## config.mk

```make
export PLATFORM = sky130hd
export DESIGN_NAME = hfb_bank
export DESIGN_NICKNAME = d
export VERILOG_FILES = /design/src/rtl/hfb_pkg.sv /design/src/rtl/hfb_fir.sv /design/src/rtl/hfb_encoder.sv /design/src/rtl/hfb_corrector.sv /design/src/rtl/hfb_bank.sv
export SDC_FILE = /design/constraint.sdc
export NUM_CORES = 1
export LEC_CHECK = 0
export BUFFER_PORTS_ARGS = -buffer_cell sky130_fd_sc_hd__buf_2
export CELL_PAD_IN_SITES_DETAIL_PLACEMENT = 1
export CELL_PAD_IN_SITES_GLOBAL_PLACEMENT = 2
export CORE_AREA = 3 3 206 208
export CTS_CLUSTER_DIAMETER = 80
export DETAILED_ROUTE_END_ITERATION = 10
export DIE_AREA = 0 0 209 211
export PLACE_DENSITY_LB_ADDON = 0.2
export SLEW_MARGIN = 40
export SYNTH_ARGS = -nofsm -noshare
export SYNTH_HDL_FRONTEND = slang
export SYNTH_SLANG_ARGS = --single-unit
```

## constraint.sdc

```tcl
create_clock -name clk -period 5.8 [get_ports clk]
set_clock_uncertainty 0.1 [all_clocks]
set_input_delay 0.58 -clock clk [delete_from_list [all_inputs] [get_ports clk]]
set_output_delay 0.58 -clock clk [all_outputs]
set_load 0.005 [all_outputs]
```

## src/rtl/hfb_pkg.sv

```systemverilog
package hfb_pkg;
  localparam int LANES    = 4;
  localparam int CHECKS   = 3;
  localparam int MAX_TAPS = 8;
  localparam int COEF_W   = 8;

  typedef logic [MAX_TAPS-1:0][COEF_W-1:0] coef_vec_t;

  // element k is the weight of x[n-k]
  localparam coef_vec_t DEFAULT_COEFS =
    {8'd0, 8'd0, 8'd0, 8'd0, 8'd9, 8'd8, 8'd3, 8'd4};

  // check j covers the lanes whose bit is set (bit 0 = lane 1)
  localparam logic [CHECKS-1:0][LANES-1:0] CHECK_MASK =
    {4'b1101, 4'b1011, 4'b0111};

  // full-precision width of one filter for unsigned data
  function automatic int fir_width(int dw, int taps, coef_vec_t c);
    int tap_sum;
    tap_sum = 0;
    for (int k = 0; k < taps; k++) tap_sum += int'(c[k]);
    return $clog2(((1 << dw) - 1) * tap_sum + 1);
  endfunction

  // syndrome signature of a lane, check 1 in the MSB
  function automatic logic [CHECKS-1:0] lane_code(int lane);
    logic [CHECKS-1:0] code;
    for (int j = 0; j < CHECKS; j++) code[CHECKS-1-j] = CHECK_MASK[j][lane];
    return code;
  endfunction

  // lowest-numbered check that contains the lane
  function automatic int first_check(int lane);
    for (int j = 0; j < CHECKS; j++)
      if (CHECK_MASK[j][lane]) return j;
    return 0;
  endfunction
endpackage

```

## src/rtl/hfb_fir.sv

```systemverilog
module hfb_fir #(
  parameter int IN_W  = 4,
  parameter int OUT_W = 9,
  parameter int TAPS  = 4,
  parameter hfb_pkg::coef_vec_t COEFS = hfb_pkg::DEFAULT_COEFS
) (
  input  logic             clk,
  input  logic             rst_n,
  input  logic [IN_W-1:0]  x,
  output logic [OUT_W-1:0] y
);
  localparam int HIST = TAPS - 1;

  logic [HIST-1:0][IN_W-1:0] hist_q;
  logic [OUT_W-1:0]          acc;

  always_comb begin
    acc = OUT_W'(COEFS[0]) * OUT_W'(x);
    for (int k = 1; k < TAPS; k++)
      acc = acc + OUT_W'(COEFS[k]) * OUT_W'(hist_q[k-1]);
  end

  always_ff @(posedge clk or negedge rst_n) begin
    if (!rst_n) begin
      hist_q <= '0;
      y      <= '0;
    end else begin
      hist_q[0] <= x;
      for (int k = 1; k < HIST; k++) hist_q[k] <= hist_q[k-1];
      y <= acc;
    end
  end
endmodule

```

## src/rtl/hfb_encoder.sv

```systemverilog
module hfb_encoder #(
  parameter int IN_W  = 4,
  parameter int SUM_W = 6
) (
  input  logic [hfb_pkg::LANES-1:0][IN_W-1:0]   x,
  output logic [hfb_pkg::CHECKS-1:0][SUM_W-1:0] xs
);
  always_comb begin
    for (int j = 0; j < hfb_pkg::CHECKS; j++) begin
      xs[j] = '0;
      for (int i = 0; i < hfb_pkg::LANES; i++)
        if (hfb_pkg::CHECK_MASK[j][i]) xs[j] = xs[j] + SUM_W'(x[i]);
    end
  end
endmodule

```

## src/rtl/hfb_corrector.sv

```systemverilog
module hfb_corrector #(
  parameter int Y_W = 9,
  parameter int Z_W = 11
) (
  input  logic                                clk,
  input  logic                                rst_n,
  input  logic [hfb_pkg::LANES-1:0][Y_W-1:0]  y,
  input  logic [hfb_pkg::CHECKS-1:0][Z_W-1:0] z,
  output logic [hfb_pkg::CHECKS-1:0]          syn_now,
  output logic [hfb_pkg::LANES-1:0][Y_W-1:0]  y_fix,
  output logic [hfb_pkg::CHECKS-1:0]          syn_q,
  output logic [hfb_pkg::LANES-1:0]           fix_q,
  output logic                                bad_q
);
  localparam int L = hfb_pkg::LANES;
  localparam int C = hfb_pkg::CHECKS;

  // sum of the members of check j, leaving out lane skip (-1 keeps all)
  function automatic logic [Z_W-1:0] member_sum(int j, logic [L-1:0][Y_W-1:0] v, int skip);
    logic [Z_W-1:0] s;
    s = '0;
    for (int i = 0; i < L; i++)
      if (hfb_pkg::CHECK_MASK[j][i] && i != skip) s = s + Z_W'(v[i]);
    return s;
  endfunction

  logic [L-1:0]          lane_hit;
  logic [L-1:0][Y_W-1:0] rebuilt;
  logic [L-1:0][Y_W-1:0] fix_next;
  logic                  bad_now;

  always_comb begin
    for (int j = 0; j < C; j++)
      syn_now[C-1-j] = (z[j] != member_sum(j, y, -1));
    for (int i = 0; i < L; i++) begin
      lane_hit[i] = (syn_now == hfb_pkg::lane_code(i));
      rebuilt[i]  = Y_W'(z[hfb_pkg::first_check(i)]
                         - member_sum(hfb_pkg::first_check(i), y, i));
      fix_next[i] = lane_hit[i] ? rebuilt[i] : y[i];
    end
    bad_now = (syn_now != '0) && (lane_hit == '0);
  end

  always_ff @(posedge clk or negedge rst_n) begin
    if (!rst_n) begin
      y_fix <= '0;
      syn_q <= '0;
      fix_q <= '0;
      bad_q <= 1'b0;
    end else begin
      y_fix <= fix_next;
      syn_q <= syn_now;
      fix_q <= lane_hit;
      bad_q <= bad_now;
    end
  end
endmodule

```

## src/rtl/hfb_bank.sv

```systemverilog
module hfb_bank #(
  parameter int DATA_W = 4,
  parameter int TAPS   = 4,
  parameter hfb_pkg::coef_vec_t COEFS = hfb_pkg::DEFAULT_COEFS,
  localparam int Y_W   = hfb_pkg::fir_width(DATA_W, TAPS, COEFS),
  localparam int Z_W   = Y_W + 2,
  localparam int SUM_W = DATA_W + 2
) (
  input  logic                                 clk,
  input  logic                                 rst_n,
  input  logic [hfb_pkg::LANES-1:0][DATA_W-1:0] x_in,
  input  logic [hfb_pkg::LANES-1:0]             inj_en,
  input  logic [hfb_pkg::LANES-1:0][Y_W-1:0]    inj_val,
  output logic [hfb_pkg::LANES-1:0][Y_W-1:0]    y_out,
  output logic [hfb_pkg::CHECKS-1:0]            syndrome,
  output logic [hfb_pkg::LANES-1:0]             fix_lane,
  output logic                                  uncorrectable
);
  localparam int L = hfb_pkg::LANES;
  localparam int C = hfb_pkg::CHECKS;

  logic [L-1:0][Y_W-1:0]   y_clean;
  logic [L-1:0][Y_W-1:0]   y_used;
  logic [C-1:0][SUM_W-1:0] xs;
  logic [C-1:0][Z_W-1:0]   z;
  logic [C-1:0]            syn_now;

  for (genvar i = 0; i < L; i++) begin : g_func
    hfb_fir #(.IN_W(DATA_W), .OUT_W(Y_W), .TAPS(TAPS), .COEFS(COEFS)) u_fir (
      .clk(clk), .rst_n(rst_n), .x(x_in[i]), .y(y_clean[i]));
  end

  hfb_encoder #(.IN_W(DATA_W), .SUM_W(SUM_W)) u_enc (.x(x_in), .xs(xs));

  for (genvar j = 0; j < C; j++) begin : g_red
    hfb_fir #(.IN_W(SUM_W), .OUT_W(Z_W), .TAPS(TAPS), .COEFS(COEFS)) u_fir (
      .clk(clk), .rst_n(rst_n), .x(xs[j]), .y(z[j]));
  end

  always_comb begin
    for (int i = 0; i < L; i++)
      y_used[i] = inj_en[i] ? inj_val[i] : y_clean[i];
  end

  hfb_corrector #(.Y_W(Y_W), .Z_W(Z_W)) u_cor (
    .clk(clk), .rst_n(rst_n), .y(y_used), .z(z), .syn_now(syn_now),
    .y_fix(y_out), .syn_q(syndrome), .fix_q(fix_lane), .bad_q(uncorrectable));
endmodule

```

==> After elaboration in Yosys (flattened, before gate mapping) <==
Cells that the tools add are included.
{ "classes": {"n_mux": 8, "addsub": 36, "reduce_logical": 3, "eq_ne": 7, "multipliers": 14} }
{ "ops": {"columns": ["cell", "n"], "rows": [
  ["$mux W9", 8],
  ["$add A9 B7 Y9", 4],
  ["$add A9 B8 Y9", 4],
  ["$sub A9 B9 Y9", 4],
  ["$add A10 B9 Y11", 3],
  ["$add A11 B10 Y11", 3],
  ["$add A11 B9 Y11", 3],
  ["$ne A11 B11 Y1", 3],
  ["$mul A4 B4 Y8 const A", 4],
  ["$mul A4 B6 Y10 const A", 3],
  ["$add A6 B6 Y7", 4],
  ["$add A8 B8 Y9", 3],
  ["$mul A2 B4 Y6 const A", 4],
  ["$mul A2 B6 Y8 const A", 3],
  ["$add A9 B9 Y10", 2],
  ["$add A6 B4 Y6", 3],
  ["$add A4 B4 Y5", 2],
  ["$add A9 B9 Y9", 1],
  ["$eq A3 B3 Y1 const B", 3],
  ["$logic_not A4 Y1", 1],
  ["$eq A3 B2 Y1 const B", 1],
  ["$reduce_bool A3 Y1", 1],
  ["$logic_and A1 B1 Y1", 1]
]} }
{ "word_totals": {"word_cells": 103, "out_inout_bits": 44, "reg_bits": 215} }

==> Longest topological paths before layout <==
Gate-level depths: netlist (run 1).
{ "depth": {"ltp_word": 7, "depth_mapped": 27, "ltp_nobuf": 27} }

==> Hierarchy <==
A second synthesis (run 1) with hierarchy kept.
{ "hier_totals": {"cells_unflattened": 1471, "hier_area_um2": 16525.8} }
{ "modules_own_cells": {"columns": ["module", "n_inst", "cells_per_inst", "area_each_um2"], "rows": [
  ["hfb_corrector", 1, 580, 5511.5],
  ["hfb_fir at g_red[0].u_fir ...", 3, 142, 1724.2],
  ["hfb_fir at g_func[0].u_fir ...", 3, 85, 1134.8],
  ["hfb_fir at g_func[3].u_fir", 1, 92, 1161.1],
  ["hfb_encoder", 1, 78, 690.7],
  ["hfb_bank", 1, 40, 585.6]
]} }

==> Least setup slack after synthesis (run 1) <==
Ideal clock, no wire load.
{ "synth_path": {"path_type": "input to register", "startpoint": "input x_in[0] in the netlist's numbering", "endpoint": "register g_red[1].u_fir.y[10]", "required_ps": 5620, "path_slack_ps": -122, "arrival_time_ps": 5742, "path_stages": 24, "setup_ps": 80, "cell_sequence": "ha_1 -> fa_1 -> inv_1 -> fa_1 -> inv_1 -> fa_1 -> ha_1 -> a21o_1 -> a21oi_1 -> xnor2_1 -> fa_1 -> ha_1 -> inv_1 -> fa_1 -> inv_1 -> ha_1 -> inv_1 -> nor2_1 -> nor2_1 -> o21bai_1 -> a21oi_1 -> o21bai_1 -> a21oi_1 -> xnor2_1"} }
{ "synth_via": {"elab_chain_len": 5} }
{ "synth_lines": {"columns": ["element", "line", "text"], "rows": [
  ["start: declaration", "hfb_bank.sv:11", "input logic [hfb_pkg::LANES-1:0][DATA_W-1:0] x_in,"],
  ["$add A4 B4 Y5", "hfb_encoder.sv:12", "if (hfb_pkg::CHECK_MASK[j][i]) xs[j] = xs[j] + SUM_W'(x[i]);"],
  ["$add A6 B4 Y6", "hfb_encoder.sv:12", null],
  ["net g_red[1].u_fir.x[1]", "hfb_fir.sv:9", "input logic [IN_W-1:0] x,"],
  ["$add A8 B8 Y9", "hfb_fir.sv:20", "acc = acc + OUT_W'(COEFS[k]) * OUT_W'(hist_q[k-1]);"],
  ["$add A11 B9 Y11", "hfb_fir.sv:20", null],
  ["$add A11 B10 Y11", "hfb_fir.sv:20", null],
  ["net g_red[1].u_fir.acc[10]", "hfb_fir.sv:15", "logic [OUT_W-1:0] acc;"],
  ["end signal: assignment", "hfb_fir.sv:26", "y <= '0;"],
  ["end signal: assignment", "hfb_fir.sv:30", "y <= acc;"],
  ["end: declaration", "hfb_fir.sv:10", "output logic [OUT_W-1:0] y"]
]} }
The timed path passes the listed nets, and every way through them passes these cells.

==> Final worst setup path (run 1) <==
{ "layout_path": {"startpoint": "input x_in[4] in the netlist's numbering", "endpoint": "register g_red[1].u_fir.y[10]"} }
Same word-level chain as after synthesis.

==> results of run 1 <==
flip-flops by register name (all words and copies together) (netlist names):
register and flops:
g_red.u_fir.hist_q 54, u_cor.syn_q 3, u_cor.fix_q 4, g_func.u_fir.hist_q 48, u_cor.y_fix 36, g_func.u_fir.y 36, u_cor.bad_q 1, g_red.u_fir.y 33
worst max-delay path: stages:
cell	delay, ns
buf_4	0.15
ha_4	0.17
fa_2	0.63
inv_2	0.05
fa_1	0.49
inv_2	0.05
fa_2	0.59
ha_1	0.24
a21o_1	0.19
a21oi_2	0.21
xnor2_2	0.14
fa_1	0.43
ha_1	0.29
inv_1	0.06
fa_1	0.52
inv_1	0.06
ha_4	0.26
inv_2	0.03
nor2_2	0.08
nor2_2	0.05
o21bai_1	0.17
a21oi_2	0.09
o21bai_1	0.14
a21oi_1	0.09
xnor2_1	0.12
per-layer routing:
layer | wire length, um | GRT usage
met5 | 0 | 0
met4 | 1477 | 0.05982
met3 | 1214 | 0.02451
met2 | 21690 | 0.3564
met1 | 18430 | 0.2462
cell usage after synthesis (2+ instances only):
master    number  area [sq um]
ha_1         300          3754
clkbuf_1       4         15.01
fa_1         102          2042
nand2_1       23         86.33
nor2b_1        8         50.05
a211oi_1       3         22.52
inv_1        293          1100
a2111o_1       2         22.52
or3_1          2         12.51
nor3_1         5         25.02
o21ai_0       28         140.1
a31o_2         2         17.52
a31oi_1        3         18.77
dfrtp_1      215          5380
a21oi_1      106         530.5
xor2_1        46         402.9
o21a_1         8         60.06
nor2_1        41         153.9
o31a_1         2         17.52
o21ai_1        3         15.01
mux2_2        27         304.0
a21boi_0       2         15.01
xnor2_1      116          1016
nand4b_1       3         26.28
a21o_1        57         427.9
o211ai_1       4         30.03
nand2b_1      12         75.07
nor3b_1        2         15.01
mux2_4        10         150.1
and3_1         3         18.77
nand3_1        8         40.04
or4_4          2         22.52
o21bai_1      34         255.2
buf_6          3         33.78
nor4_1         3         18.77
mux2i_1       34         340.3
cell type report:
cell class / count / area, sq um / area share
clock inverter: 11 / 71.32 / 0.003516
timing repair buffer: 227 / 1539 / 0.07588
multi-input combinational: 1030 / 10670 / 0.5258
tap: 532 / 665.6 / 0.03282
sequential: 215 / 5380 / 0.2653
inverter: 293 / 1100 / 0.05423
clock buffer: 41 / 860.8 / 0.04244
per-stage QoR:
| step | setup TNS (ns) | std cells | hold WS [ns] | util | area (sq um) |
|---|---|---|---|---|---|
| 3_3_place_gp | -4.606 | 2292 | 0.2574 | 0.4693 | 19120 |
| 5_1_grt | -0.04492 | 2349 | 0.09623 | 0.4979 | 20280 |
| 6_report | 0 | 2349 | 0.1163 | 0.4979 | 20280 |
| 3_5_place_dp | -8.398 | 2292 | 0.2597 | 0.4693 | 19120 |
| 2_1_floorplan | -0.002906 | 1545 | 0.1844 | - | 17030 |
| 4_1_cts | 0 | 2345 | 0.09632 | 0.4924 | 20060 |
cells by family (layout without fill, tap and decap cells):
| kind of cell | after synthesis | after routing | synth area share |
|---|---|---|---|
| multiplexers | 72 | 72 | 0.04739 |
| XOR/XNOR | 163 | 163 | 0.08484 |
| AO/OA/AOI/OAI | 270 | 270 | 0.1033 |
| flip-flops | 215 | 215 | 0.3164 |
| adder cells (fa/ha/maj) | 402 | 402 | 0.3408 |
| AND/OR/NAND/NOR | 123 | 123 | 0.03966 |
| buffers and inverters | 300 | 572 | 0.06755 |
final timing paths:
check                                              startpoint  cells past startpoint                                  end
max                                                   x_in[4]                     25       g_red[1].u_fir.y[10]$_DFF_PN0_
min                                                   x_in[4]                      1  g_func[1].u_fir.hist_q[0]$_DFF_PN0_
max reg2reg                    g_func[0].u_fir.y[0]$_DFF_PN0_                     20             u_cor.y_fix[5]$_DFF_PN0_
max in group asynchronous                               rst_n                      3   g_red[0].u_fir.hist_q[5]$_DFF_PN0_
min in group asynchronous                               rst_n                      2       g_func[2].u_fir.y[3]$_DFF_PN0_
min reg2reg                g_red[2].u_fir.hist_q[8]$_DFF_PN0_                      0  g_red[2].u_fir.hist_q[14]$_DFF_PN0_
repair_timing:
item,in CTS,in global routing
hold endpoints to repair,38,0
buffers inserted,0,3
endpoints found under the setup margin,0,42
hold buffers,1,0
gates resized for setup,0,38
==> flow_summary.yaml, run 1 <==
status:
  status: "completed"
floorplan:
  fp.coreArea_sq_mm: 0.04074
  fp-row-count: 74
  io_pins: 102
  die_y_um: 211
  fp.dieArea_sq_mm: 0.04410
  initial_core_util: 0.4174
  die_width_um: 209
routing:
  wirelength_um: 42810
  first_pass_iters: 4
  drc_errors: 0
  drt-vias-per-instance: 4.942
  final_antenna_net_count: 0
  wire_per_inst_um: 18.23
  drtIter0Drc: 264
  via_count: 11608
clocking:
  cts_tree: "done"
  cts_num_sinks: 215
  numCtsBuffers: 29
  clk_pin_slew_ns: 0.05
  cts_root_buf: "clkbuf_16"
  cts.path.max_buffers: 3
  htreeDepth: 1
  clk_latency_ns: 0.56
global_routing:
  track_usage: 0.1967
  grt_pass1_vias: 13075
  antenna_found_initial: 0
  grt_max_degree: 115
  grt_pass1_wl_um: 68880
  grt_overflow_total: 0
logic_synthesis:
  ys_warn_count: 0
  syn-num-nets: 2005
  ys.flop_type: "dfrtp_1"
  netlist_area_sq_mm: 0.01700
  synthCells: 1545
  async_flop_share: 1.000
  postSynthRegisterBits: 215
  ys_seq_area_frac: 0.3164
  synth_enable_flop_cells: 0
  syn_area_per_cell_sq_um: 11.01
  synth.distinct_cells: 65
placed_design:
  port_buffers: 101
  place_hpwl_um: 35680
  dp_slack_ns: -0.4606
  gp_congestion: 0.8268
timing:
  fin_ws_ns: 0.2290
  hold_viol_final: 0
  min_period_ns: 5.571
  post-route-period-util: 0.9605
  slew_headroom: 0.5298
  fmax_mhz: 179.5
  final-setup-viol-count: 0
  slew_violations: 0
  worst_pin_slew_ns: 0.6857
worst_setup_path:
  critPathRequiredTime_ns: 6.13
  ff2ff_setup_slack_ns: 0.30
  worstPathArrival_ns: 5.91
  endpoint_kind: "flop"
  crit_type: "input port to flop"
  startpoint_type: "input port"
  critPathMaxFanout: 4
final_layout:
  antenna_cells: 0
  nFillCells: 4467
  syn_to_final_growth_pct: 19.28
  layout_commonest_cell: "ha_1"
  final_cell_mix: "293 x ha_1, 288 x inv_1, 215 x dfrtp_1"
  drive_gt1_frac: 0.2009
  final_nets: 2256
min_path:
  hold_class: "input port to flop"
run:
  drv_cap: 0
Power of run 1 is left out: the tool's default activity adds up to more than one toggle a clock period on the data nets, which glitch-free logic cannot reach.
==> run 2: changes to the inputs <==
- clock period: 5.8 -> 5.4 ns (I/O delays scaled with it)
==> flow_summary.yaml, run 2 (synthesis gave the netlist of run 1 again) <==
routing:
  drt-vias-per-instance: 4.923
  wire_per_inst_um: 18.92
  first_pass_iters: 4
  final_antenna_net_count: 0
  via_count: 11962
  highest-signal-layer: "met4"
  drc_errors: 0
  drtIter0Drc: 384
  dr_wl_met2_um: 23280
  wl_met3_um: 941
  wirelength_um: 45980
  wl_met1_um: 19990
global_routing:
  antenna_found_initial: 0
  grt_overflow_total: 0
  track_usage: 0.2051
  grt_max_degree: 139
  grt_pass1_vias: 13322
  grt_pass1_wl_um: 71620
placed_design:
  place_hpwl_um: 36880
  dp_cells: 2347
  dpl_cell_area_sq_mm: 0.01973
  gp_congestion: 0.8177
  port_buffers: 101
worst_setup_path:
  crit_type: "input port to flop"
  critPathTopFamily: "adder cells"
  crit_slowest_cell: "fa_2"
  critPathMaxFanout: 4
  path_buf_inv: 7
  startpoint_type: "input port"
  crit_path_max_incr_delay_ns: 0.60
  path_cells: "buf_12, ha_4, fa_2, buf_6, fa_2, fa_1, buf_4, fa_2, a21oi_2, nor2_1, nor2_2, buf_4, o21bai_1, a21o_1, inv_1, fa_1, fa_1, inv_1, ha_1, inv_1, o21bai_1, a21oi_2, xnor2_1"
  critPathRequiredTime_ns: 5.74
  endpoint_kind: "flop"
  worstPathArrival_ns: 5.77
clocking:
  numCtsBuffers: 29
  cts_root_buf: "clkbuf_16"
  cts_num_sinks: 215
  cts.path.max_buffers: 3
  cts_tree: "done"
  clk_latency_ns: 0.56
  clk_pin_slew_ns: 0.06
  htreeDepth: 1
timing:
  worst_pin_slew_ns: 0.6156
  min_period_ns: 5.430
  fin_worst_hold_slack_ns: 0.1122
  slew_headroom: 0.5896
  post-route-period-util: 1.006
  fin_ws_ns: -0.02980
  slew_violations: 0
  fmax_mhz: 184.2
  final-setup-viol-count: 2
  rsz0062_at_grt: "yes"
  hold_viol_final: 0
final_layout:
  drive_gt1_frac: 0.2840
  final_nets: 2336
  syn_to_final_growth_pct: 27.66
  final_cells: 2430
  nFillCells: 4390
  layout_commonest_cell: "ha_1"
  antenna_cells: 0
  final_cell_mix: "272 x ha_1, 269 x inv_1, 215 x dfrtp_1"
  reg_top3: "g_red.u_fir.hist_q x54, g_func.u_fir.hist_q x48"
  fin_area_sq_mm: 0.02171
  largest_register_ff_count: 54
  top_register: "g_red.u_fir.hist_q"
floorplan:
  io_pins: 102
  initial_core_util: 0.4174
  fp-row-count: 74
  die_y_um: 211
  fp.coreArea_sq_mm: 0.04074
  fp.dieArea_sq_mm: 0.04410
  die_width_um: 209
run:
  drv_cap: 0
status:
  violations: "negative setup slack"
  status: "finished with violations"
min_path:
  hold_class: "input port to flop"
-- run 2: changes by cell type in the layout (fill, tap and decap cells not counted), moves of 8 or more --
cell	delta
a21oi_2	+12
inv_2	+19
ha_4	+17
inv_1	-19
a21oi_1	-17
xnor2_1	-9
nor2_2	+8
ha_1	-21
buf_4	+69
nor2_1	-8
xnor2_2	+8
buf_6	+8
-- run 2: metal layers --
layer | GRT usage | up-vias
met5 | 0 | -
met4 | 0.07044 | 0
met3 | 0.02124 | 65
met2 | 0.3639 | 139
met1 | 0.2625 | 5962
li1 | - | 5796
-- run 2: area by class of cell --
cell class,count,area (sq um),area share
multi-input cells,1030,11250,0.5182
flip-flops and latches,215,5380,0.2479
repair buffers,307,2245,0.1034
inverters,293,1100,0.05067
clock buffers,38,799.5,0.03683
well taps,532,665.6,0.03066
clock inverters,15,269.0,0.01239
-- run 2: worst paths after layout --
path / slack [ns] / startpoint / end / depth (start not counted)
min in group asynchronous: 0.45 / rst_n / u_cor.y_fix[0]$_DFF_PN0_ / 2
min: 0.11 / x_in[15] / g_func[3].u_fir.hist_q[3]$_DFF_PN0_ / 1
max in group asynchronous: 3.52 / rst_n / g_red[0].u_fir.hist_q[16]$_DFF_PN0_ / 4
min reg2reg: 0.27 / g_func[1].u_fir.hist_q[4]$_DFF_PN0_ / g_func[1].u_fir.hist_q[8]$_DFF_PN0_ / 0
max reg2reg: 0.11 / g_func[0].u_fir.y[0]$_DFF_PN0_ / u_cor.y_fix[13]$_DFF_PN0_ / 24
max: -0.03 / x_in[4] / g_red[0].u_fir.y[10]$_DFF_PN0_ / 23
-- run 2: what timing repair did --
item,in CTS,in global routing
pin swaps,31,84
hold buffers,2,0
resized for setup,27,105
setup buffers,8,21
endpoints found under the setup margin,42,50
gates cloned,0,1
hold endpoints to repair,78,0
-- run 2: through the flow --
step	util	setup slack [ns]	setup TNS (ns)
floorplan	-	-0.1727	-0.4227
global placement	0.4843	-0.5277	-20.56
detailed placement	0.4843	-0.6525	-25.73
CTS	0.5159	0.0009313	0
global route	0.5328	-0.2844	-2.201
finish	0.5328	-0.02980	-0.04104
Power of run 2 is left out for the same reason.
